$ cat config.mk
export PLATFORM = sky130hd
export DESIGN_NAME = spim_ctrl
export DESIGN_NICKNAME = d
export VERILOG_FILES = /design/src/rtl/spim_pkg.sv /design/src/rtl/spim_fifo.sv /design/src/rtl/spim_shift.sv /design/src/rtl/spim_ctrl.sv
export SDC_FILE = /design/constraint.sdc
export NUM_CORES = 1
export LEC_CHECK = 0
export ABC_CLOCK_PERIOD_IN_PS = 3100
export BUFFER_PORTS_ARGS = -buffer_cell sky130_fd_sc_hd__buf_2
export CORE_MARGIN = 10
export CORE_UTILIZATION = 45
export CTS_BUF_LIST = sky130_fd_sc_hd__clkbuf_16
export CTS_CLUSTER_DIAMETER = 40
export DETAILED_ROUTE_END_ITERATION = 12
export PLACE_DENSITY = 0.61
export REMOVE_ABC_BUFFERS = 1
export SLEW_MARGIN = 10
export SYNTH_ARGS = -nofsm -noshare
export SYNTH_HDL_FRONTEND = slang
export SYNTH_SLANG_ARGS = --single-unit
$ cat constraint.sdc
create_clock -name clk -period 3.1 [get_ports clk]
set_input_delay 0.93 -clock clk [delete_from_list [all_inputs] [get_ports clk]]
set_output_delay 0.93 -clock clk [all_outputs]
set_load 0.01 [all_outputs]
$ cat src/rtl/spim_pkg.sv
package spim_pkg;
   // register byte offsets
   localparam logic [4:0] OFF_MCTL = 5'h00;
   localparam logic [4:0] OFF_CTL0 = 5'h04;
   localparam logic [4:0] OFF_CTL1 = 5'h08;
   localparam logic [4:0] OFF_STAT = 5'h14;
   localparam logic [4:0] OFF_DATA = 5'h18;

   // operating state encoding in master control [7:6]
   localparam logic [1:0] OPM_CFG = 2'b01;
   localparam logic [1:0] OPM_RUN = 2'b10;

   // word length code selecting the wide frame
   localparam logic [4:0] WLEN_WIDE = 5'd16;
endpackage

$ cat src/rtl/spim_fifo.sv
module spim_fifo #(
   parameter int W     = 16,
   parameter int DEPTH = 4
) (
   input  logic                         clk,
   input  logic                         rst_n,
   input  logic                         clr,
   input  logic                         push,
   input  logic [W-1:0]                 din,
   input  logic                         pop,
   output logic [W-1:0]                 dout,
   output logic [$clog2(DEPTH+1)-1:0]   count,
   output logic                         full,
   output logic                         empty
);
   localparam int PW = $clog2(DEPTH);
   localparam int CW = $clog2(DEPTH+1);

   logic [W-1:0]  mem [DEPTH];
   logic [PW-1:0] wp, rp, wp_nx, rp_nx;
   logic [CW-1:0] cnt;
   logic          do_push, do_pop;

   assign full    = (cnt == CW'(DEPTH));
   assign empty   = (cnt == '0);
   assign do_push = push & ~full;
   assign do_pop  = pop & ~empty;

   generate
      if ((1 << PW) == DEPTH) begin : g_pow2
         assign wp_nx = wp + PW'(1);
         assign rp_nx = rp + PW'(1);
      end else begin : g_wrap
         assign wp_nx = (wp == PW'(DEPTH-1)) ? '0 : wp + PW'(1);
         assign rp_nx = (rp == PW'(DEPTH-1)) ? '0 : rp + PW'(1);
      end
   endgenerate

   always_ff @(posedge clk or negedge rst_n) begin
      if (!rst_n) begin
         wp  <= '0;
         rp  <= '0;
         cnt <= '0;
      end else if (clr) begin
         wp  <= '0;
         rp  <= '0;
         cnt <= '0;
      end else begin
         if (do_push) wp <= wp_nx;
         if (do_pop)  rp <= rp_nx;
         cnt <= cnt + CW'(do_push) - CW'(do_pop);
      end
   end

   always_ff @(posedge clk) begin
      if (do_push && !clr) mem[wp] <= din;
   end

   assign dout  = mem[rp];
   assign count = cnt;
endmodule

$ cat src/rtl/spim_shift.sv
module spim_shift #(
   parameter int DW    = 16,
   parameter int DIV_W = 8
) (
   input  logic             clk,
   input  logic             rst_n,
   input  logic             en,
   input  logic             start,
   input  logic [DW-1:0]    tx_word,
   input  logic             cpol,
   input  logic             cpha,
   input  logic             lsb_first,
   input  logic             wide,
   input  logic [DIV_W-1:0] div,
   input  logic             miso,
   output logic             take,
   output logic             done,
   output logic [DW-1:0]    rx_word,
   output logic             busy,
   output logic             sck,
   output logic             mosi
);
   localparam int IW = $clog2(DW);

   logic [DIV_W-1:0] cnt, n_eff, half;
   logic [DIV_W:0]   span;
   logic [IW-1:0]    idx, last_idx, pos_cur, pos_nxt, pos_first;
   logic [DW-1:0]    sh, rx_r;

   assign n_eff     = (div == '0) ? DIV_W'(1) : div;
   assign span      = {1'b0, n_eff} + (DIV_W+1)'(1);
   assign half      = span[DIV_W:1];
   assign last_idx  = wide ? IW'(DW-1) : IW'(DW/2-1);
   assign pos_cur   = lsb_first ? idx : last_idx - idx;
   assign pos_nxt   = lsb_first ? idx + IW'(1) : last_idx - idx - IW'(1);
   assign pos_first = lsb_first ? '0 : last_idx;
   assign take      = en & ~busy & start;
   assign rx_word   = rx_r;

   always_ff @(posedge clk or negedge rst_n) begin
      if (!rst_n) begin
         busy <= 1'b0;
         cnt  <= '0;
         idx  <= '0;
         sh   <= '0;
         rx_r <= '0;
         sck  <= 1'b0;
         mosi <= 1'b0;
         done <= 1'b0;
      end else begin
         done <= 1'b0;
         if (!en) begin
            busy <= 1'b0;
            sck  <= cpol;
         end else if (!busy) begin
            sck <= cpol;
            if (start) begin
               busy <= 1'b1;
               cnt  <= '0;
               idx  <= '0;
               sh   <= tx_word;
               rx_r <= '0;
               mosi <= tx_word[pos_first];
            end
         end else begin
            // first edge of the bit
            if (cnt == '0) begin
               sck <= ~cpol;
               if (cpha) mosi <= sh[pos_cur];
               else      rx_r[pos_cur] <= miso;
            end
            // second edge of the bit
            if (cnt == half) begin
               sck <= cpol;
               if (cpha)                 rx_r[pos_cur] <= miso;
               else if (idx != last_idx) mosi <= sh[pos_nxt];
            end
            if (cnt == n_eff) begin
               cnt <= '0;
               if (idx == last_idx) begin
                  busy <= 1'b0;
                  done <= 1'b1;
               end else begin
                  idx <= idx + IW'(1);
               end
            end else begin
               cnt <= cnt + DIV_W'(1);
            end
         end
      end
   end
endmodule

$ cat src/rtl/spim_ctrl.sv
module spim_ctrl #(
   parameter int FIFO_DEPTH = 4,
   parameter int DATA_W     = 16,
   parameter int DIV_W      = 8,
   parameter int AW         = 5
) (
   input  logic          clk,
   input  logic          rst_n,
   input  logic          bus_wr,
   input  logic          bus_rd,
   input  logic [AW-1:0] bus_addr,
   input  logic [31:0]   bus_wdata,
   output logic [31:0]   bus_rdata,
   output logic          irq,
   output logic          sck,
   output logic          mosi,
   input  logic          miso
);
   import spim_pkg::*;

   localparam int CW = $clog2(FIFO_DEPTH+1);

   generate
      if (FIFO_DEPTH < 2 || FIFO_DEPTH > 7) begin : g_bad_depth
         $error("FIFO_DEPTH must lie in 2..7 to fit the 3-bit fill fields");
      end
      if (DATA_W != 16) begin : g_bad_width
         $error("DATA_W must be 16 (8- and 16-bit frames)");
      end
      if (DIV_W < 1 || DIV_W > 8) begin : g_bad_div
         $error("DIV_W must lie in 1..8");
      end
      if (AW < 5) begin : g_bad_aw
         $error("AW must cover offset 0x18");
      end
   endgenerate

   logic [1:0]       mode;
   logic             stop;
   logic             cpol, cpha, lsb_first, txie, rxie;
   logic [1:0]       rx_thr, tx_thr;
   logic [DIV_W-1:0] div;
   logic [4:0]       wlen;
   logic             ovr;

   logic wr_mctl, wr_ctl0, wr_ctl1, wr_data, rd_data;
   logic cfg_mode, run, clr;

   logic [DATA_W-1:0] tx_dout, rx_dout, rx_word;
   logic [CW-1:0]     tx_cnt, rx_cnt;
   logic              tx_full, tx_empty, rx_full, rx_empty;
   logic              tx_pop, sh_done, busy, start;
   logic              tx_flag, rx_flag, idle;
   logic              unused_bits;

   assign wr_mctl  = bus_wr && (bus_addr[4:0] == OFF_MCTL);
   assign wr_ctl0  = bus_wr && (bus_addr[4:0] == OFF_CTL0);
   assign wr_ctl1  = bus_wr && (bus_addr[4:0] == OFF_CTL1);
   assign wr_data  = bus_wr && (bus_addr[4:0] == OFF_DATA);
   assign rd_data  = bus_rd && (bus_addr[4:0] == OFF_DATA);
   assign cfg_mode = (mode == OPM_CFG);
   assign run      = (mode == OPM_RUN);
   assign clr      = wr_mctl & bus_wdata[0];
   assign start    = run & ~stop & ~tx_empty;

   always_ff @(posedge clk or negedge rst_n) begin
      if (!rst_n) begin
         mode      <= OPM_CFG;
         stop      <= 1'b0;
         cpol      <= 1'b0;
         cpha      <= 1'b0;
         lsb_first <= 1'b0;
         txie      <= 1'b0;
         rxie      <= 1'b0;
         rx_thr    <= 2'd0;
         tx_thr    <= 2'd0;
         div       <= DIV_W'(1);
         wlen      <= 5'd8;
      end else begin
         if (wr_mctl) begin
            mode <= bus_wdata[7:6];
            stop <= bus_wdata[1];
         end
         if (wr_ctl0) begin
            tx_thr <= bus_wdata[15:14];
            rx_thr <= bus_wdata[13:12];
            rxie   <= bus_wdata[9];
            txie   <= bus_wdata[8];
            if (cfg_mode) begin
               lsb_first <= bus_wdata[2];
               cpha      <= bus_wdata[1];
               cpol      <= bus_wdata[0];
            end
         end
         if (wr_ctl1 && cfg_mode) begin
            div  <= bus_wdata[8 +: DIV_W];
            wlen <= bus_wdata[4:0];
         end
      end
   end

   always_ff @(posedge clk or negedge rst_n) begin
      if (!rst_n)                ovr <= 1'b0;
      else if (clr)              ovr <= 1'b0;
      else if (sh_done && rx_full) ovr <= 1'b1;
   end

   spim_fifo #(.W(DATA_W), .DEPTH(FIFO_DEPTH)) u_txq (
      .clk(clk), .rst_n(rst_n), .clr(clr),
      .push(wr_data), .din(bus_wdata[DATA_W-1:0]),
      .pop(tx_pop), .dout(tx_dout),
      .count(tx_cnt), .full(tx_full), .empty(tx_empty)
   );

   spim_fifo #(.W(DATA_W), .DEPTH(FIFO_DEPTH)) u_rxq (
      .clk(clk), .rst_n(rst_n), .clr(clr),
      .push(sh_done), .din(rx_word),
      .pop(rd_data), .dout(rx_dout),
      .count(rx_cnt), .full(rx_full), .empty(rx_empty)
   );

   spim_shift #(.DW(DATA_W), .DIV_W(DIV_W)) u_shift (
      .clk(clk), .rst_n(rst_n), .en(run), .start(start),
      .tx_word(tx_dout), .cpol(cpol), .cpha(cpha),
      .lsb_first(lsb_first), .wide(wlen == WLEN_WIDE), .div(div),
      .miso(miso), .take(tx_pop), .done(sh_done), .rx_word(rx_word),
      .busy(busy), .sck(sck), .mosi(mosi)
   );

   assign tx_flag = (tx_cnt <= CW'(tx_thr));
   assign rx_flag = (rx_cnt >  CW'(rx_thr));
   assign idle    = tx_empty & ~busy;
   assign irq     = (rx_flag & rxie) | (tx_flag & txie);

   always_comb begin
      bus_rdata = '0;
      case (bus_addr[4:0])
         OFF_MCTL: bus_rdata = {24'h0, mode, 4'h0, stop, 1'b0};
         OFF_CTL0: bus_rdata = {16'h0, tx_thr, rx_thr, 2'b00, rxie, txie,
                                5'h0, lsb_first, cpha, cpol};
         OFF_CTL1: bus_rdata = {16'h0, 8'(div), 3'b000, wlen};
         OFF_STAT: bus_rdata = {16'h0, tx_flag, rx_flag, 3'(tx_cnt), 3'(rx_cnt),
                                ovr, 4'h0, idle, ~tx_full, ~rx_empty};
         OFF_DATA: bus_rdata = rx_empty ? 32'h0 : {16'h0, rx_dout};
         default:  bus_rdata = '0;
      endcase
   end

   assign unused_bits = ^{bus_wdata[31:16], bus_wdata[11:10], bus_wdata[7:5],
                          bus_addr};
endmodule

==> flow_summary_export.csv, run 1 <==
group,metric,value,unit
run_status,outcome,"complete, but fails checks",
run_status,violated_checks,"negative setup slack",
sta,relSlewSlack,46.0,%
layout,final-instance-count-excl-fill,1234,
place,hpwlAfterDp,18.3,mm
grt,overflow_left_after_global_routing,0,
clock_network,cts_made_buffers,35,
floorplan,rows,56,
grt,grt_first_pass_wirelength,42.0,mm
routing,drt_first_iter_violations,604,
sta,grt_setup_unrepaired,"true",
sta,layout_setup_ws,-0.108,ns
sta,setup_violations,15,
sta,worst_slew_pin_slew,0.810,ns
place,post-place-cells,1167,
floorplan,chipHeight,173,um
synthesis,synth_seq_area_share,57.2,%
clock_network,tritoncts,"done",
clock_network,clock_latency,0.50,ns
worst_setup_path,cp.required,2.17,ns
routing,drt-vias-per-instance,5.70,
grt,first_global_vias,7448,
clock_network,clock_path_buffers,3,
worst_setup_path,timing.critical_path.arrival,2.28,ns
sta,maxSlewViolCount,0,
clock_network,cts.hold.buffers_added,0,
grt,grt_use_total,17.7,%
routing,detail_route.first_pass.iterations,5,
layout,design_area,12800,sq um
routing,routedWlPerCell,21.4,um
clock_network,clock-root-buffer,"clkbuf_16",
clock_network,htree_num_levels,2,
worst_setup_path,setup.worst_path.start_class,"input port",
layout,finish.utilization,55.2,%
synthesis,ys.warnings.count,0,
power_and_ir_drop,vdd.ir_drop.worst,0.000647,V
synthesis,synthDistinctLibCells,71,
sta,fmax,312,MHz
floorplan,initial_core_util,45.4,%
power_and_ir_drop,power.leakage,5.03,nW
synthesis,synthCells,803,
sta,finClkSkew,0.00863,ns
floorplan,dieArea,30000,sq um
synthesis,async_reset_ff_share,40.7,%
place,gpl.final_weighted_congestion,0.829,
floorplan,die-width,173,um
min_path,hp-class,"in2async",
grt,pin_count_of_the_biggest_net_entering_global_routing,48,
worst_setup_path,crit_path_end_kind,"primary output",
place,pre_cts_slack,-0.352,ns
synthesis,ys_ff_latch,216,
layout,nNetsFinal,953,
worst_setup_path,worstPathMaxFanout,6,
routing,vias,7038,
synthesis,synthFlopType,"edfxtp_1",
place,dpl-instance-area,11400,sq um
worst_setup_path,timing.setup.critical_path_class,"in2out",
layout,area_growth_syn_to_layout,21.4,%
place,placement.io_buffers,44,
sta,crit_share_post_route,103,%
sta,final-hold-violation-count,0,
synthesis,synth_enable_flop_cells,128,
routing,post-route-drc-count,0,
routing,route.final.wire_length,26.4,mm
power_and_ir_drop,power_per_cell_area,822,nW/um^2
routing,drt.antenna.violating_nets,0,
grt,antenna_violations_before_repair,1,
job,drv.max_cap_violation_count,0,
floorplan,top_level_ports,77,
clock_network,cts_sinks,216,
layout,share_of_layout_cells_above_drive_strength_1,31.0,%
clock_network,clkSlewWorstSetupHoldPaths,0.05,ns
layout,antenna-diode-count,0,
synthesis,syn-mean-instance-area,13.2,sq um
floorplan,placeableCoreArea,23300,sq um
synthesis,syn_area,10600,sq um
sta,period_minus_slack,3.21,ns
sta,totalNegativeSetupSlack,-0.720,ns
## routing by layer
metal,vias to the layer above,part of all wire [%],GRT usage [%]
met5,-,0.049,0
met4,2,2.6,5.75
met3,62,5.7,4.03
met2,215,49,29.2
met1,3585,42,22.5
li1,3174,-,-
## state kept, by name, indices dropped and copies added, names as in the netlist, 2 cells and up
name and count:
mode 2, u_shift.idx 4, rx_thr 2, u_rxq.mem 64, u_rxq.rp 2, u_shift.rx_word 16, u_rxq.count 3, div 8
u_shift.sh 16, wlen 5, u_txq.wp 2, u_rxq.wp 2, u_txq.count 3, u_shift.cnt 8, u_txq.mem 64, tx_thr 2
u_txq.rp 2
## synth_stat cells, drive strengths merged (16+ instances only)
library cell	instances	share of area, %
clkbuf	28	0.99
o211ai	16	1.1
nor2	41	1.5
mux2	45	4.8
edfxtp	128	36
nand3	21	1.0
dfrtp	85	20
nand2	66	2.3
o21ai	31	1.5
mux2i	17	1.6
mux4	38	8.1
buf	36	2.2
ha	20	2.4
inv	28	0.99
xnor2	17	1.5
## worst max-delay path, stage by stage
cell	delay, ns
buf_6	0.09
buf_6	0.11
nor4_4	0.23
buf_4	0.15
nor2b_4	0.19
buf_6	0.18
buf_6	0.11
a22o_1	0.15
buf_2	0.14
## placed cells by master, fill, tap and decap left out, types with 16 or more instances in the layout
cell and n:
buf_2 38, buf_4 42, clkbuf_16 37, conb_1 16, dfrtp_1 85, edfxtp_1 128
ha_1 20, inv_1 31, mux2_2 44, mux2i_1 17, mux4_2 38, nand2_1 63
nand3_1 20, nor2_1 38, o211ai_1 16, o21ai_0 18, xnor2_1 16
## metrics by stage
stage / hold slack, ns / power, W
finish: 0.435 / 0.0105
global route: 0.469 / 0.0111
CTS: 0.452 / 0.0106
detailed placement: 0.496 / 0.00646
global placement: 0.482 / 0.00636
floorplan: 0.462 / 0.00554
## layout make-up
type / count / area, sq um
fillers: 1959 / 10400
flip-flops and latches: 216 / 6050
multi-input cells: 510 / 4270
clock buffers: 37 / 926
repair buffers: 98 / 769
well taps: 319 / 399
clock inverters: 26 / 313
inverters: 28 / 105
## power by group
group          internal (W)  total [W]  leakage, nW  switching, W
clock network       0.00269    0.00408        0.613       0.00139
registers           0.00339    0.00382         2.32      0.000431
logic               0.00129    0.00264         2.10       0.00136
total               0.00736     0.0105         5.03       0.00318
## kinds of logic (layout without fill, tap and decap cells)
group                      after synthesis  after routing  share of synthesized area (%)
DFF                                    216            216                           57.2
xor gates and xnor gates                32             32                           2.72
adders and majority gates               22             22                           2.75
buffers and inverters                   92            189                           4.17
and+or+nand+nor                        213            213                           10.1
muxes                                  100            100                           14.5
AOI/OAI and AO/OA                      127            127                           8.50
other                                    1             16                         0.0355
## path summary, 6_finish.rpt
path,cells after the start,to,slack [ns],startpoint
max reg2reg,7,u_shift.rx_word[7],0.28,div[0]
min reg2reg,2,ovr,0.52,ovr
min in group clk,2,ovr,0.52,ovr
max in group asynchronous,2,div[0],1.93,rst_n
min,1,u_shift.sh[9],0.43,rst_n
max,9,bus_rdata[4],-0.11,bus_addr[0]
## repair_timing
action	CTS	global route
endpoints found under the setup margin	16	17
buffers inserted	2	2
gates resized for setup	37	16
cloned	1	0
pin swaps	12	10
Note: power is estimated with default switching activity, not from simulation.
==> inputs of run 2 (changes only) <==
Settings changed: PLACE_DENSITY 0.61 to unset, SYNTH_HIERARCHICAL set to 1.
==> run 2 against run 1 <==
  * The flow still finishes with violations (negative setup slack)
  * Worst setup slack got worse by 0.17 ns
  * Global-route usage decreased by 0.22 points
  * Critical path depth decreased by 2
  * Synthesized area increased by 1.2%
  * Count of clock-buffer cells in the layout decreased by 7
  * Wire length increased by 2.1%
  * Final cell count increased by 0.41%
  * Sequential cell count unchanged
  * Fmax decreased by 5.1%
  * Synthesized cell count decreased by 1.6%
  * Critical endpoint is now bus_rdata[14]
  * Largest power group is now registers
  * Highest routed layer is now met4
==> flow_summary_export.csv, run 2 <==
group,metric,value,unit
run_status,outcome,"complete, but fails checks",
run_status,violated_checks,"negative setup slack",
place,post-place-cells,1175,
job,drv.max_cap_violation_count,0,
floorplan,die-width,174,um
floorplan,placeableCoreArea,23400,sq um
worst_setup_path,setup.worst_path.start_class,"input port",
clock_network,tritoncts,"done",
layout,nNetsFinal,960,
worst_setup_path,timing.setup.critical_path_class,"in2out",
sta,relSlewSlack,59.1,%
routing,vias,6996,
sta,finClkSkew,0.0173,ns
place,pre_cts_slack,-0.340,ns
floorplan,chipHeight,174,um
min_path,hp-class,"in2async",
layout,biggestRegsByFlops,"u_rxq/mem x64, u_txq/mem x64",
synthesis,synthFlopType,"edfxtp_1",
layout,layout_common_cells,"edfxtp_1 (128), dfrtp_1 (84), nand2_1 (83)",
clock_network,cts_made_buffers,30,
grt,grt_use_total,17.4,%
place,gpl.final_weighted_congestion,0.870,
clock_network,cts.hold.buffers_added,0,
worst_setup_path,worst-path-buf-inv,4,
sta,setup_violations,16,
layout,fillCellCount,1931,
synthesis,synth_top_cells_by_count,"edfxtp_1 (128), nand2_1 (95), dfrtp_1 (85)",
synthesis,ys_ff_latch,216,
grt,overflow_left_after_global_routing,0,
sta,layout_setup_ws,-0.279,ns
routing,route.met3.wl,1.55,mm
clock_network,clock_path_buffers,3,
sta,period_minus_slack,3.38,ns
routing,drt_first_iter_violations,620,
routing,detail_route.first_pass.iterations,5,
grt,first_global_vias,7291,
routing,post-route-drc-count,0,
synthesis,ys.warnings.count,6,
layout,design_area,12900,sq um
synthesis,synth_top_cell_area_share,35.9,%
worst_setup_path,critical_path.max_stage_delay,0.43,ns
routing,wl_met2,13.3,mm
clock_network,htree_num_levels,1,
floorplan,top_level_ports,77,
clock_network,clock-root-buffer,"clkbuf_16",
layout,share_of_layout_cells_above_drive_strength_1,29.6,%
grt,pin_count_of_the_biggest_net_entering_global_routing,57,
grt,antenna_violations_before_repair,0,
place,dpl-instance-area,11600,sq um
routing,drt.antenna.violating_nets,0,
power_and_ir_drop,power_per_cell_area,714,nW/um^2
grt,grt_first_pass_wirelength,42.1,mm
place,hpwlAfterDp,19.2,mm
layout,antenna-diode-count,0,
place,placement.io_buffers,44,
synthesis,post-synth-top-count-cell,"edfxtp_1",
routing,routedWlPerCell,21.8,um
layout,final-instance-count-excl-fill,1239,
sta,worst_slew_pin_slew,0.613,ns
routing,wl_met1,11.7,mm
synthesis,synth_seq_area_share,56.5,%
synthesis,synth_enable_flop_cells,128,
synthesis,async_reset_ff_share,40.7,%
floorplan,rows,56,
routing,route.final.wire_length,27.0,mm
power_and_ir_drop,totalPowerFinal,0.00918,W
sta,crit_share_post_route,109,%
layout,area_growth_syn_to_layout,20.1,%
worst_setup_path,crit_path_end_kind,"primary output",
worst_setup_path,critical_path.top_delay_family,"simple AND/OR/NAND/NOR gates",
routing,drt-vias-per-instance,5.65,
worst_setup_path,critPathSlowestCell,"or3b_4",
sta,final-hold-violation-count,0,
routing,highest_layer,"met4",
floorplan,dieArea,30300,sq um
synthesis,synth_top_cells_by_area,"edfxtp_1 (36%), dfrtp_1 (20%), mux4_2 (5.1%)",
sta,fmax,296,MHz
worst_setup_path,timing.critical_path.arrival,2.45,ns
worst_setup_path,worst_path_most_repeated_cell,"buf_6",
clock_network,clkSlewWorstSetupHoldPaths,0.06,ns
worst_setup_path,crit_chain,"buf_6 > or3b_4 > buf_6 > nor4b_4 > buf_6 > a221o_1 > buf_2",
power_and_ir_drop,vdd.ir_drop.worst,0.000518,V
synthesis,synth_area_leader_cell,"edfxtp_1",
layout,final_common_cell,"edfxtp_1",
synthesis,syn_area,10700,sq um
synthesis,synthDistinctLibCells,88,
floorplan,initial_core_util,45.7,%
layout,finish.utilization,54.9,%
clock_network,clock_latency,0.55,ns
power_and_ir_drop,power.leakage,5.11,nW
worst_setup_path,worstPathMaxFanout,8,
clock_network,cts_sinks,216,
sta,grt_setup_unrepaired,"true",
sta,maxSlewViolCount,0,
synthesis,syn-mean-instance-area,13.5,sq um
synthesis,synthCells,790,
worst_setup_path,cp.required,2.17,ns
run 2: changes by cell type after synthesis, moves of 14 or more:
| cell | delta |
|---|---|
| mux4_1 | +16 |
| o21ai_0 | -17 |
| nand2_1 | +29 |
| mux2_2 | -15 |
| mux4_2 | -14 |
run 2: routing by layer:
metal,track usage (%),vias up
met1,23.4,3589
met3,2.97,28
met2,29.1,216
met5,0,-
met4,3.74,0
li1,-,3163
run 2: worst paths after layout:
| kind | start | endpoint | slack, ns | cells past startpoint |
|---|---|---|---|---|
| setup / recovery | bus_addr[0] | bus_rdata[14] | -0.28 | 7 |
| hold / removal | rst_n | rx_thr[1] | 0.36 | 1 |
| setup reg to reg | mode[0] | u_txq/count[2] | 0.21 | 14 |
| hold reg to reg | u_shift/sh[11] | u_shift/sh[11] | 0.50 | 2 |
| max in group asynchronous | rst_n | wlen[3] | 2.01 | 2 |
| min in group clk | u_shift/sh[11] | u_shift/sh[11] | 0.50 | 2 |
run 2: worst register-to-register path, cell delays in order (launching register included):
cell,delay [ns]
dfstp_2,0.59
nor2b_1,0.11
nor3b_1,0.18
o21a_1,0.23
nand2_1,0.11
clkinv_1,0.17
o31ai_1,0.18
inv_1,0.10
ha_1,0.30
inv_1,0.06
ha_1,0.13
inv_1,0.05
fa_1,0.37
xnor2_1,0.16
nor2_1,0.05
run 2: per-stage QoR:
step	hold slack [ns]	setup TNS, ns
after floorplan	0.457	-1.24
after global placement	0.485	-7.14
after detailed placement	0.493	-6.74
after CTS	0.352	-3.08
after global routing	0.380	-3.75
final	0.356	-3.28
run 2: cell families (layout without fill, tap and decap cells):
group	Yosys count	in the layout	share of synthesized area, %
adders and majority gates	22	22	2.71
other	1	16	0.0350
muxes	80	80	13.1
xor gates and xnor gates	35	35	3.11
DFF	216	216	56.5
AOI/OAI and AO/OA	118	118	8.52
buffers and inverters	88	203	4.51
and+or+nand+nor	230	230	11.5
run 2: cell type report:
type	count	area, sq um	area share (%)
Sequential cell	216	6050	47.1
Clock inverter	26	275	2.14
Clock buffer	30	751	5.84
Inverter	31	116	0.905
Multi-Input combinational cell	501	4290	33.4
Tap cell	319	399	3.11
Timing Repair Buffer	116	970	7.55
run 2: report_power, final:
part           switching (W)  internal, W
Combinational       0.000988     0.000966
Sequential          0.000404      0.00338
Clock                0.00132      0.00212
run 2: what timing repair did:
action | in CTS | in global routing
setup endpoints to repair | 17 | 18
cloned | 1 | 0
setup buffers | 2 | 7
gates resized for setup | 14 | 30
pin swaps | 5 | 20
